`config.mk`:
```
export PLATFORM = sky130hd
export DESIGN_NAME = ir_run_encoder
export DESIGN_NICKNAME = d
export VERILOG_FILES = /design/src/rtl/ir_enc_pkg.sv /design/src/rtl/ir_enc_sync.sv /design/src/rtl/ir_enc_prescale.sv /design/src/rtl/ir_enc_filter.sv /design/src/rtl/ir_enc_runlen.sv /design/src/rtl/ir_run_encoder.sv
export SDC_FILE = /design/constraint.sdc
export NUM_CORES = 1
export LEC_CHECK = 0
export ABC_AREA = 1
export ABC_CLOCK_PERIOD_IN_PS = 5930
export BUFFER_PORTS_ARGS = -buffer_cell sky130_fd_sc_hd__buf_4
export CAP_MARGIN = 25
export CORE_ASPECT_RATIO = 1.2
export CORE_MARGIN = 5
export CORE_UTILIZATION = 60
export CTS_BUF_LIST = sky130_fd_sc_hd__clkbuf_4
export DETAILED_ROUTE_END_ITERATION = 8
export GPL_TIMING_DRIVEN = 0
export HOLD_SLACK_MARGIN = 0.02
export PLACE_DENSITY = 0.8
export REMOVE_ABC_BUFFERS = 1
export SLEW_MARGIN = 10
export SYNTH_ARGS = -nofsm -noshare
export SYNTH_HDL_FRONTEND = slang
export SYNTH_HIERARCHICAL = 1
export SYNTH_SLANG_ARGS = --single-unit
```
`constraint.sdc`:
```
create_clock -name clk_i -period 5.93 [get_ports clk_i]
set_clock_uncertainty 0.2 [all_clocks]
set_input_delay 0.593 -clock clk_i [delete_from_list [all_inputs] [get_ports clk_i]]
set_output_delay 0.593 -clock clk_i [all_outputs]
set_load 0.02 [all_outputs]
```
`src/rtl/ir_enc_pkg.sv`:
```
package ir_enc_pkg;
  localparam int unsigned NTHR_W   = 6;
  localparam int unsigned ITHR_W   = 8;
  localparam int unsigned CODE_W   = 7;
  localparam int unsigned CHUNK    = 1 << CODE_W;
  localparam int unsigned RUN_W    = CODE_W + 2;
  localparam int unsigned IDLE_W   = ITHR_W + 1;
  localparam int unsigned ADD_W    = NTHR_W + 1;
  localparam logic [1:0]  MODE_RX  = 2'b11;

  typedef logic [CODE_W:0] run_byte_t;
endpackage

```
`src/rtl/ir_enc_sync.sv`:
```
module ir_enc_sync (
  input  logic clk_i,
  input  logic rst_ni,
  input  logic d_i,
  output logic q_o
);
  logic [1:0] sync_q;

  always_ff @(posedge clk_i or negedge rst_ni) begin
    if (!rst_ni) sync_q <= '0;
    else         sync_q <= {sync_q[0], d_i};
  end

  assign q_o = sync_q[1];
endmodule

```
`src/rtl/ir_enc_prescale.sv`:
```
module ir_enc_prescale #(
  parameter int unsigned DIV = 64
) (
  input  logic clk_i,
  input  logic rst_ni,
  input  logic en_i,
  output logic tick_o
);
  localparam int unsigned CW = (DIV > 1) ? $clog2(DIV) : 1;
  localparam logic [CW-1:0] LAST = CW'(DIV - 1);

  logic [CW-1:0] cnt_q;

  always_ff @(posedge clk_i or negedge rst_ni) begin
    if (!rst_ni)          cnt_q <= '0;
    else if (!en_i)       cnt_q <= '0;
    else if (cnt_q == LAST) cnt_q <= '0;
    else                  cnt_q <= cnt_q + 1'b1;
  end

  assign tick_o = en_i && (cnt_q == LAST);

  generate
    if (DIV > 1) begin : g_gap
      AST_TICK_GAP: assert property (@(posedge clk_i) disable iff (!rst_ni)
        tick_o |=> !tick_o);
    end
  endgenerate
endmodule

```
`src/rtl/ir_enc_filter.sv`:
```
module ir_enc_filter
  import ir_enc_pkg::*;
(
  input  logic              clk_i,
  input  logic              rst_ni,
  input  logic              en_i,
  input  logic              tick_i,
  input  logic              sample_i,
  input  logic [NTHR_W-1:0] noise_thr_i,
  output logic              step_o,
  output logic              level_o,
  output logic              commit_o,
  output logic [ADD_W-1:0]  add_o
);
  logic              lvl_q;
  logic [NTHR_W-1:0] pend_q;
  logic              differ;

  assign differ   = sample_i != lvl_q;
  assign step_o   = en_i && tick_i;
  assign commit_o = step_o && differ && (pend_q >= noise_thr_i);
  // samples credited to the run: held glitch samples plus this one
  assign add_o    = (!differ || commit_o) ? ({1'b0, pend_q} + 1'b1) : '0;
  assign level_o  = lvl_q;

  always_ff @(posedge clk_i or negedge rst_ni) begin
    if (!rst_ni) begin
      lvl_q  <= 1'b0;
      pend_q <= '0;
    end else if (!en_i) begin
      lvl_q  <= 1'b0;
      pend_q <= '0;
    end else if (tick_i) begin
      if (!differ) pend_q <= '0;
      else if (commit_o) begin
        lvl_q  <= ~lvl_q;
        pend_q <= '0;
      end else pend_q <= pend_q + 1'b1;
    end
  end

  AST_COMMIT_FLIPS: assert property (@(posedge clk_i) disable iff (!rst_ni)
    commit_o |=> (level_o != $past(level_o)));
  AST_HOLD_NO_CREDIT: assert property (@(posedge clk_i) disable iff (!rst_ni)
    (step_o && !commit_o && sample_i != level_o) |-> (add_o == '0));
endmodule

```
`src/rtl/ir_enc_runlen.sv`:
```
module ir_enc_runlen
  import ir_enc_pkg::*;
(
  input  logic              clk_i,
  input  logic              rst_ni,
  input  logic              en_i,
  input  logic              step_i,
  input  logic              level_i,
  input  logic              commit_i,
  input  logic [ADD_W-1:0]  add_i,
  input  logic [ITHR_W-1:0] idle_thr_i,
  output run_byte_t         data_o,
  output logic              valid_o,
  output logic              pkt_end_o
);
  localparam logic [RUN_W-1:0]  CHUNK_N  = RUN_W'(CHUNK);
  localparam logic [IDLE_W-1:0] IDLE_MAX = '1;

  logic [RUN_W-1:0]  run_q, run_d, run_nxt, run_m1;
  logic [IDLE_W-1:0] idle_q, idle_d, idle_sum;
  logic              quiet_q, quiet_d;
  logic              emit, flush;
  run_byte_t         byte_d;

  assign run_nxt  = run_q + RUN_W'(add_i);
  assign idle_sum = idle_q + IDLE_W'(add_i);
  assign run_m1   = run_q - 1'b1;

  always_comb begin
    run_d   = run_q;
    idle_d  = idle_q;
    quiet_d = quiet_q;
    emit    = 1'b0;
    flush   = 1'b0;
    byte_d  = '0;
    if (step_i) begin
      if (commit_i) begin
        emit    = !quiet_q;
        byte_d  = {level_i, run_m1[CODE_W-1:0]};
        run_d   = RUN_W'(add_i);
        idle_d  = IDLE_W'(add_i);
        quiet_d = 1'b0;
      end else if (!quiet_q) begin
        idle_d = (idle_sum < idle_q) ? IDLE_MAX : idle_sum;
        if (run_nxt > CHUNK_N) begin
          emit   = 1'b1;
          byte_d = {level_i, {CODE_W{1'b1}}};
          run_d  = run_nxt - CHUNK_N;
        end else if (!level_i && (idle_d > IDLE_W'(idle_thr_i))) begin
          emit    = 1'b1;
          flush   = 1'b1;
          byte_d  = {1'b0, run_nxt[CODE_W-1:0] - 1'b1};
          run_d   = '0;
          quiet_d = 1'b1;
        end else begin
          run_d = run_nxt;
        end
      end
    end
  end

  always_ff @(posedge clk_i or negedge rst_ni) begin
    if (!rst_ni) begin
      run_q     <= '0;
      idle_q    <= '0;
      quiet_q   <= 1'b1;
      valid_o   <= 1'b0;
      pkt_end_o <= 1'b0;
      data_o    <= '0;
    end else if (!en_i) begin
      run_q     <= '0;
      idle_q    <= '0;
      quiet_q   <= 1'b1;
      valid_o   <= 1'b0;
      pkt_end_o <= 1'b0;
    end else begin
      run_q     <= run_d;
      idle_q    <= idle_d;
      quiet_q   <= quiet_d;
      valid_o   <= emit;
      pkt_end_o <= flush;
      if (emit) data_o <= byte_d;
    end
  end

  AST_RUN_BOUND: assert property (@(posedge clk_i) disable iff (!rst_ni)
    run_q <= CHUNK_N);
  AST_END_IS_SPACE: assert property (@(posedge clk_i) disable iff (!rst_ni)
    pkt_end_o |-> (valid_o && !data_o[CODE_W]));
  AST_QUIET_SILENT: assert property (@(posedge clk_i) disable iff (!rst_ni)
    (quiet_q && !commit_i) |=> !valid_o);
  AST_END_ONCE: assert property (@(posedge clk_i) disable iff (!rst_ni)
    pkt_end_o |=> !pkt_end_o);
endmodule

```
`src/rtl/ir_run_encoder.sv`:
```
module ir_run_encoder
  import ir_enc_pkg::*;
#(
  parameter int unsigned PRESCALE = 64
) (
  input  logic       clk_i,
  input  logic       rst_ni,
  input  logic       ir_i,
  input  logic       glb_en_i,
  input  logic       rx_en_i,
  input  logic [1:0] mode_i,
  input  logic       invert_i,
  input  logic [5:0] noise_thr_i,
  input  logic [7:0] idle_thr_i,
  output logic [7:0] data_o,
  output logic       valid_o,
  output logic       pkt_end_o
);
  logic             active, ir_s, tick, step, level, commit;
  logic [ADD_W-1:0] add;

  assign active = glb_en_i && rx_en_i && (mode_i == MODE_RX);

  ir_enc_sync i_sync (
    .clk_i (clk_i),
    .rst_ni(rst_ni),
    .d_i   (ir_i),
    .q_o   (ir_s)
  );

  ir_enc_prescale #(.DIV(PRESCALE)) i_prescale (
    .clk_i (clk_i),
    .rst_ni(rst_ni),
    .en_i  (active),
    .tick_o(tick)
  );

  ir_enc_filter i_filter (
    .clk_i      (clk_i),
    .rst_ni     (rst_ni),
    .en_i       (active),
    .tick_i     (tick),
    .sample_i   (ir_s ^ invert_i),
    .noise_thr_i(noise_thr_i),
    .step_o     (step),
    .level_o    (level),
    .commit_o   (commit),
    .add_o      (add)
  );

  ir_enc_runlen i_runlen (
    .clk_i     (clk_i),
    .rst_ni    (rst_ni),
    .en_i      (active),
    .step_i    (step),
    .level_i   (level),
    .commit_i  (commit),
    .add_i     (add),
    .idle_thr_i(idle_thr_i),
    .data_o    (data_o),
    .valid_o   (valid_o),
    .pkt_end_o (pkt_end_o)
  );

  AST_OUT_NEEDS_ACTIVE: assert property (@(posedge clk_i) disable iff (!rst_ni)
    (valid_o || pkt_end_o) |-> $past(active));
endmodule

```
* After elaboration in Yosys (flattened, before gate mapping)
Index checks and enable logic that the tools add are counted.
Cells by class: eq/ne operators 8, mux-type cells 42, bitwise gates (word level) 2, reductions and logical operators 14, magnitude comparators 4, add/sub/neg operators 8
Operators by type and width (number):
- 2-to-1 mux 9 bit | 11
- 2-to-1 mux 6 bit | 6
- 2-to-1 mux 8 bit | 4
- 2-to-1 mux 1 bit | 19
- adder 9 x 7 -> 9 bit | 2
- 2-to-1 mux 7 bit | 2
- subtractor 7 x 1 -> 7 bit, second input constant | 2
- adder 6 x 1 -> 6 bit, second input constant | 2
- greater-than comparator 9 x 8 -> 1 bit | 1
- greater-than comparator 9 x 8 -> 1 bit, second input constant | 1
- < comparator 9 bit | 1
- subtractor 9 x 8 -> 9 bit, second input constant | 1
- inequality test 2 bit, second input constant | 4
- adder 6 x 1 -> 7 bit, second input constant | 1
- logical AND 1 bit | 7
- == test 6 bit, second input constant | 1
- >= comparator 6 bit | 1
- AND reduction 2 bit | 2
- logical NOT 1 bit | 3
- inequality test 3 bit, second input constant | 1
- AND reduction 3 bit | 1
- == test 2 bit, second input constant | 1
- logical OR 1 bit | 1
- inequality test 1 bit | 1
- 2 further kinds | 2
Word-level totals: input bits 22, output and inout bits 10, flip-flop bits (word level) 44

* Depth between registers and ports, before layout
word-level depth 19, mapped depth 44

* Cells and area by module
Netlist, hierarchy kept.
By module, submodules not included:
- ir_enc_runlen | sequential area each 726.9 um^2, instances 1, area an instance 2842.7 um^2, cells each 406
- ir_enc_filter | sequential area each 175.2 um^2, instances 1, area an instance 618.1 um^2, cells each 86
- ir_enc_prescale | sequential area each 150.1 um^2, instances 1, area an instance 289.0 um^2, cells each 33
- ir_enc_sync | sequential area each 50.0 um^2, instances 1, area an instance 50.0 um^2, cells each 2
- ir_run_encoder | sequential area each 0.0 um^2, instances 1, area an instance 30.0 um^2, cells each 8

* Least setup slack after synthesis
No wires, ideal clock.
kind input port to flip-flop, start point in glb_en_i, end point reg i_runlen.data_o[7], path buffers 0, stages 39, arrival 5.330 ns, setup slack 0.281 ns, setup time 0.119 ns, path through nand2_1 -> nor2_1 -> nor3b_1 -> nand2_1 -> nor2_4 -> nand2_4 -> a21oi_1 -> inv_1 -> fa_1 -> inv_1 -> nand3_1 -> nand2_1 -> a31o_2 -> xor2_1 -> ha_1 -> nand2_1 -> inv_1 -> nand2_1 -> [... 3 more ...] -> inv_2 -> or2_2 -> ha_1 -> nand2_1 -> nor2_1 -> nand2_1 -> nand3_1 -> nand2_1 -> nand2_1 -> nand2_1 -> nand2_1 -> nand2_1 -> nand2_1 -> nand2_2 -> nand2_4 -> nand2_8 -> nand2_2 -> o21ai_2
Between the ends: longest elaborated chain between the ends 19
Ends and longest elaborated chain:
- start: declaration | RTL line ir_run_encoder.sv:9 | input logic glb_en_i,
- logical AND 1 bit (*) (2 in series) | RTL line ir_run_encoder.sv:22 | assign active = glb_en_i && rx_en_i && (mode_i == MODE_RX);
- net active | RTL line ir_run_encoder.sv:19 | logic active, ir_s, tick, step, level, commit;
- logical AND 1 bit (*) | RTL line ir_enc_prescale.sv:21 | assign tick_o = en_i && (cnt_q == LAST);
- net tick | RTL line ir_run_encoder.sv:19
- logical AND 1 bit (*) | RTL line ir_enc_filter.sv:20 | assign step_o = en_i && tick_i;
- logical AND 1 bit (*) (2 in series) | RTL line ir_enc_filter.sv:21 | assign commit_o = step_o && differ && (pend_q >= noise_thr_i);
- logical OR 1 bit (*) | RTL line ir_enc_filter.sv:23 | assign add_o = (!differ || commit_o) ? ({1'b0, pend_q} + 1'b1) : '0;
- 2-to-1 mux 7 bit (*) | RTL line ir_enc_filter.sv:23
- net add[1] | RTL line ir_run_encoder.sv:20 | logic [ADD_W-1:0] add;
- [... 3 more ...]
- greater-than comparator 9 x 8 -> 1 bit | RTL line ir_enc_runlen.sv:49 | end else if (!level_i && (idle_d > IDLE_W'(idle_thr_i))) begin
- logical AND 1 bit | RTL line ir_enc_runlen.sv:49
- 2-to-1 mux 1 bit | RTL line ir_enc_runlen.sv:49
- 2-to-1 mux 1 bit | RTL line ir_enc_runlen.sv:45 | if (run_nxt > CHUNK_N) begin
- 2-to-1 mux 1 bit | RTL line ir_enc_runlen.sv:43 | end else if (!quiet_q) begin
- 2-to-1 mux 1 bit | RTL line ir_enc_runlen.sv:37 | if (commit_i) begin
- 2-to-1 mux 1 bit | RTL line ir_enc_runlen.sv:36 | if (step_i) begin
- AND reduction 2 bit (no line)
- end signal: assignment | RTL line ir_enc_runlen.sv:82 | if (emit) data_o <= byte_d;
- end: declaration | RTL line ir_enc_runlen.sv:12 | output run_byte_t data_o,
The timed path passes the listed nets; every way through them passes the cells marked *. A chain may end at the register's enable or synchronous reset.

* Worst setup path after layout
start point reg i_filter.pend_q[3], end point reg i_runlen.run_q[5]
Between the ends: longest elaborated chain between the ends 15
Ends and longest elaborated chain:
- start: declaration | RTL line ir_enc_filter.sv:16 | logic [NTHR_W-1:0] pend_q;
- start signal: assignment | RTL line ir_enc_filter.sv:38 | end else pend_q <= pend_q + 1'b1;
- >= comparator 6 bit (*) | RTL line ir_enc_filter.sv:21
- logical AND 1 bit (*) | RTL line ir_enc_filter.sv:21
- logical OR 1 bit (*) | RTL line ir_enc_filter.sv:23
- 2-to-1 mux 7 bit (*) | RTL line ir_enc_filter.sv:23
- net add[2] | RTL line ir_run_encoder.sv:20
- adder 9 x 7 -> 9 bit | RTL line ir_enc_runlen.sv:26 | assign idle_sum = idle_q + IDLE_W'(add_i);
- < comparator 9 bit | RTL line ir_enc_runlen.sv:44 | idle_d = (idle_sum < idle_q) ? IDLE_MAX : idle_sum;
- 2-to-1 mux 9 bit | RTL line ir_enc_runlen.sv:44
- greater-than comparator 9 x 8 -> 1 bit | RTL line ir_enc_runlen.sv:49
- logical AND 1 bit | RTL line ir_enc_runlen.sv:49
- 2-to-1 mux 9 bit | RTL line ir_enc_runlen.sv:49
- 2-to-1 mux 9 bit (*) | RTL line ir_enc_runlen.sv:45
- 2-to-1 mux 9 bit (*) | RTL line ir_enc_runlen.sv:43
- 2-to-1 mux 9 bit (*) | RTL line ir_enc_runlen.sv:37
- 2-to-1 mux 9 bit (*) | RTL line ir_enc_runlen.sv:36
- 2-to-1 mux 9 bit (*) | RTL line ir_enc_runlen.sv:70 | end else if (!en_i) begin
- end signal: assignment | RTL line ir_enc_runlen.sv:77 | run_q <= run_d;
- end: declaration | RTL line ir_enc_runlen.sv:19 | logic [RUN_W-1:0] run_q, run_d, run_nxt, run_m1;
The timed path passes the listed nets; every way through them passes the cells marked *. The select of a mux whose other input is x is not followed.

==> summary.md <==
| Metric | Value |
|---|---|
| Largest net degree at the start of global routing | 45 |
| Area grow syn2layout | 16.0% |
| Top FF cell, synth | dfrtp_1 |
| Num ports | 32 |
| Critical path type | reg -> reg |
| Number of core rows | 32 |
| Global-route met3 utilization | 2.71% |
| Top achievable clock speed | 180 MHz |
| Vias per inst | 5.40 |
| Die Y | 97.5 um |
| Dpl cells | 646 |
| Post-Route WL | 8730 um |
| Synth area leader | dfrtp_1 |
| Critical path arrival | 5.59 ns |
| Number of DRC markers in iteration 0 | 212 |
| Worst path slowest cell | dfrtp_2 |
| Total CTS buffers | 5 |
| Yosys cell types | 37 |
| Worst-Margin Slew | 1.04 ns |
| Final period util | 93.5% |
| Area of the multi-input gates | 2470 sq um |
| Dpl hpwl | 6700 um |
| P per Cell Area | 124 nW/um^2 |
| Sequential area share after synthesis | 28.8% |
| Die X | 82.9 um |
| Area share of the largest cell type after synthesis | 28.1% |
| Critical Path Start Type | flop |
| Final min period | 5.54 ns |
| Reg clk slew, reported paths | 0.14 ns |
| Nets | 644 |
| Antenna cell count | 0 |
| Crit end category | flop |
| GP Congestion | 0.940 |
| WP data required | 5.97 ns |
| Die area | 8090 sq um |
| Port buffer count | 31 |
| Maxcap violations | 0 |
| Routed Antenna Nets | 0 |
| GR peak layer | met2 |
| Via count | 3,603 |
| DRC viols | 0 |
| Asr flop ratio synth | 100% |
| Worst slew margin | 30.2% |
| Met1 usage | 25.7% |
| Cell mode on critical path | nand2_1 |
| H-tree Lvls | 2 |
| Overflow after GRT | 0 |
| Critical path's largest stage delay | 0.47 ns |
| Wire length per cell | 13.1 um |
| Drt first pass iters | 5 |
| Outcome | complete, no violations |
| Post-synth EDFFs | 0 |
| Netlist Area Pre-Place | 3830 sq um |
| GRT Resource Usage Total | 22.0% |
| Grt met2 use | 40.2% |
| Synth area leaders | dfrtp_1, nand2_1, ha_1 |
| Number of global-route vias before repair | 3,478 |
| Max VDD drop | 0.0879 mV |
| Cell count after synthesis | 535 |
| Hold crit path type | in -> reg |
| Yosys warning count | 6 |
| Clk Latency, worst-skew pair | 0.37 ns |
| Mean post-synth cell area | 7.16 sq um |
| Clock buffer depth | 2 |
| # setup viols final | 0 |
| First-pass GRT wire length | 15,000 um |
| FF+latch count, synth | 44 |
| CTS Sinks | 44 |
| Clock Tree Root | clkbuf_4 |
| Leakage | 2.39 nW |
| Worst Path Max Fanout | 9 |
| Final Max Slew Viols | 0 |
| Antenna violations before repair | 0 |
| Fraction of layout cells with a size suffix above 1 | 19.4% |
| CTS tree | built |
| Final hold violations | 0 |
| Finished Layout Cells | 667 |
| Fill cell count | 564 |
| Initial Utilization | 60.5% |
| Register area | 1110 sq um |
| Layout Utilization | 70.2% |
| Placeable Area | 6330 sq um |
## per-stage QoR
stage | TNS, ns | worst slack (ns) | hold WS, ns | total power, mW | instance area, sq um
after floorplan | 0 | 0.257 | 0.0974 | 0.332 | 3810
after global placement | -12.36 | -0.713 | 0.138 | 0.352 | 4150
after detailed placement | -15.79 | -0.890 | 0.150 | 0.354 | 4150
after CTS | 0 | 0.0448 | 0.111 | 0.556 | 4290
after global routing | -0.337 | -0.0418 | 0.0977 | 0.574 | 4440
final | 0 | 0.386 | 0.121 | 0.552 | 4440
## cells in the final DEF, fill, tap and decap left out, types with 2 or more instances in the layout
cell type	instances
nand2_1	139
inv_1	86
buf_4	43
dfrtp_1	40
ha_1	37
nor2_1	33
a21oi_1	30
nand3_1	27
nand4_1	18
nand2_2	14
o21ai_0	13
o21ai_1	12
xor2_1	6
inv_2	6
nand2_4	6
o22ai_1	6
clkbuf_4	5
xnor2_1	5
nor3_1	5
nand2_8	4
nor2_4	3
a21oi_4	3
or2_2	3
o21ai_2	3
dfrtp_2	3
o21bai_1	3
nand3b_1	3
a21oi_2	2
a31o_2	2
nand3_4	2
nand3_2	2
ha_2	2
nor2_8	2
o21a_1	2
## worst paths after layout
check / from / to / slack [ns] / cells past startpoint
worst min register to register: i_sync/sync_q[0] / i_sync/sync_q[1] / 0.18 / 0
worst max register to register: i_filter/pend_q[3] / i_runlen/run_q[5] / 0.39 / 39
worst max-delay path: i_filter/pend_q[3] / i_runlen/run_q[5] / 0.39 / 39
max in group asynchronous: rst_ni / i_filter/pend_q[0] / 4.56 / 2
min in group asynchronous: rst_ni / i_prescale/cnt_q[0] / 0.54 / 2
worst min-delay path: ir_i / i_sync/sync_q[0] / 0.12 / 1
## sequential cells by signal, summed over array words and instances, names as in the netlist
signal              count
i_runlen/data_o         8
i_sync/sync_q           2
i_filter/pend_q         6
i_runlen/idle_q         9
i_runlen/valid_o        1
i_prescale/cnt_q        6
i_runlen/run_q          9
i_runlen/quiet_q        1
i_filter/level_o        1
i_runlen/pkt_end_o      1
## critical path: cells and delay by family, from the launching register on
kind | cells | cell delay (ns)
compound gates | 5 | 0.67
simple gates | 26 | 2.38
fa+ha+maj | 4 | 1.23
flops | 1 | 0.47
buf+inv | 3 | 0.19
xor+xnor | 1 | 0.26
## repair_timing
item | in CTS | in global routing
hold buffers | 1 | 0
hold endpoints to repair | 17 | 0
gates resized for setup | 7 | 20
pin swaps | 1 | 8
setup endpoints to repair | 19 | 19
buffers inserted | 2 | 10
## cells in the mapped netlist, types with 3 or more instances
cell / number
xor2_1: 7
o21ai_2: 3
nor3_1: 5
inv_1: 86
ha_1: 39
nand2_1: 144
nand3_1: 28
nand3b_1: 3
xnor2_1: 5
nand2_2: 12
a21oi_1: 34
nand4_1: 18
inv_2: 6
o22ai_1: 6
dfrtp_1: 43
o21bai_1: 3
o21ai_0: 13
nor2_1: 34
clkbuf_1: 4
nand2_4: 4
nand2_8: 3
or2_2: 3
o21ai_1: 12
## power breakdown
group          switching, mW  total, mW  internal (mW)  leakage, nW
sequential          0.000406      0.301          0.301        0.602
clock                  0.110      0.201         0.0902       0.0418
combinational         0.0284     0.0502         0.0218         1.74
total                  0.139      0.552          0.413         2.39
## layout make-up
cell class,instances,area share [%]
Inverter,92,7.77
Timing Repair Buffer,44,7.49
Sequential cell,44,24.9
Clock buffer,5,0.845
Multi-Input combinational cell,394,55.6
Tap cell,85,2.39
Clock inverter,3,1.04
## cell families after synthesis
logic type	count (synthesis)	share of synthesized area, %
buffers and inverters	97	9.54
flip-flops	44	28.8
adder cells (fa/ha/maj)	41	13.8
AND/OR/NAND/NOR	264	33.9
XOR/XNOR	12	2.74
AO/OA/AOI/OAI	77	11.3
## routing by layer
| metal | up-vias | wire (um) | share of wire (%) |
|---|---|---|---|
| li1 | 1826 | - | - |
| met1 | 1639 | 3570 | 41 |
| met2 | 114 | 4510 | 52 |
| met3 | 24 | 394 | 4.5 |
| met4 | 0 | 242 | 2.8 |
| met5 | - | 0 | 0 |
No activity file was read; power rests on OpenSTA's default activity.
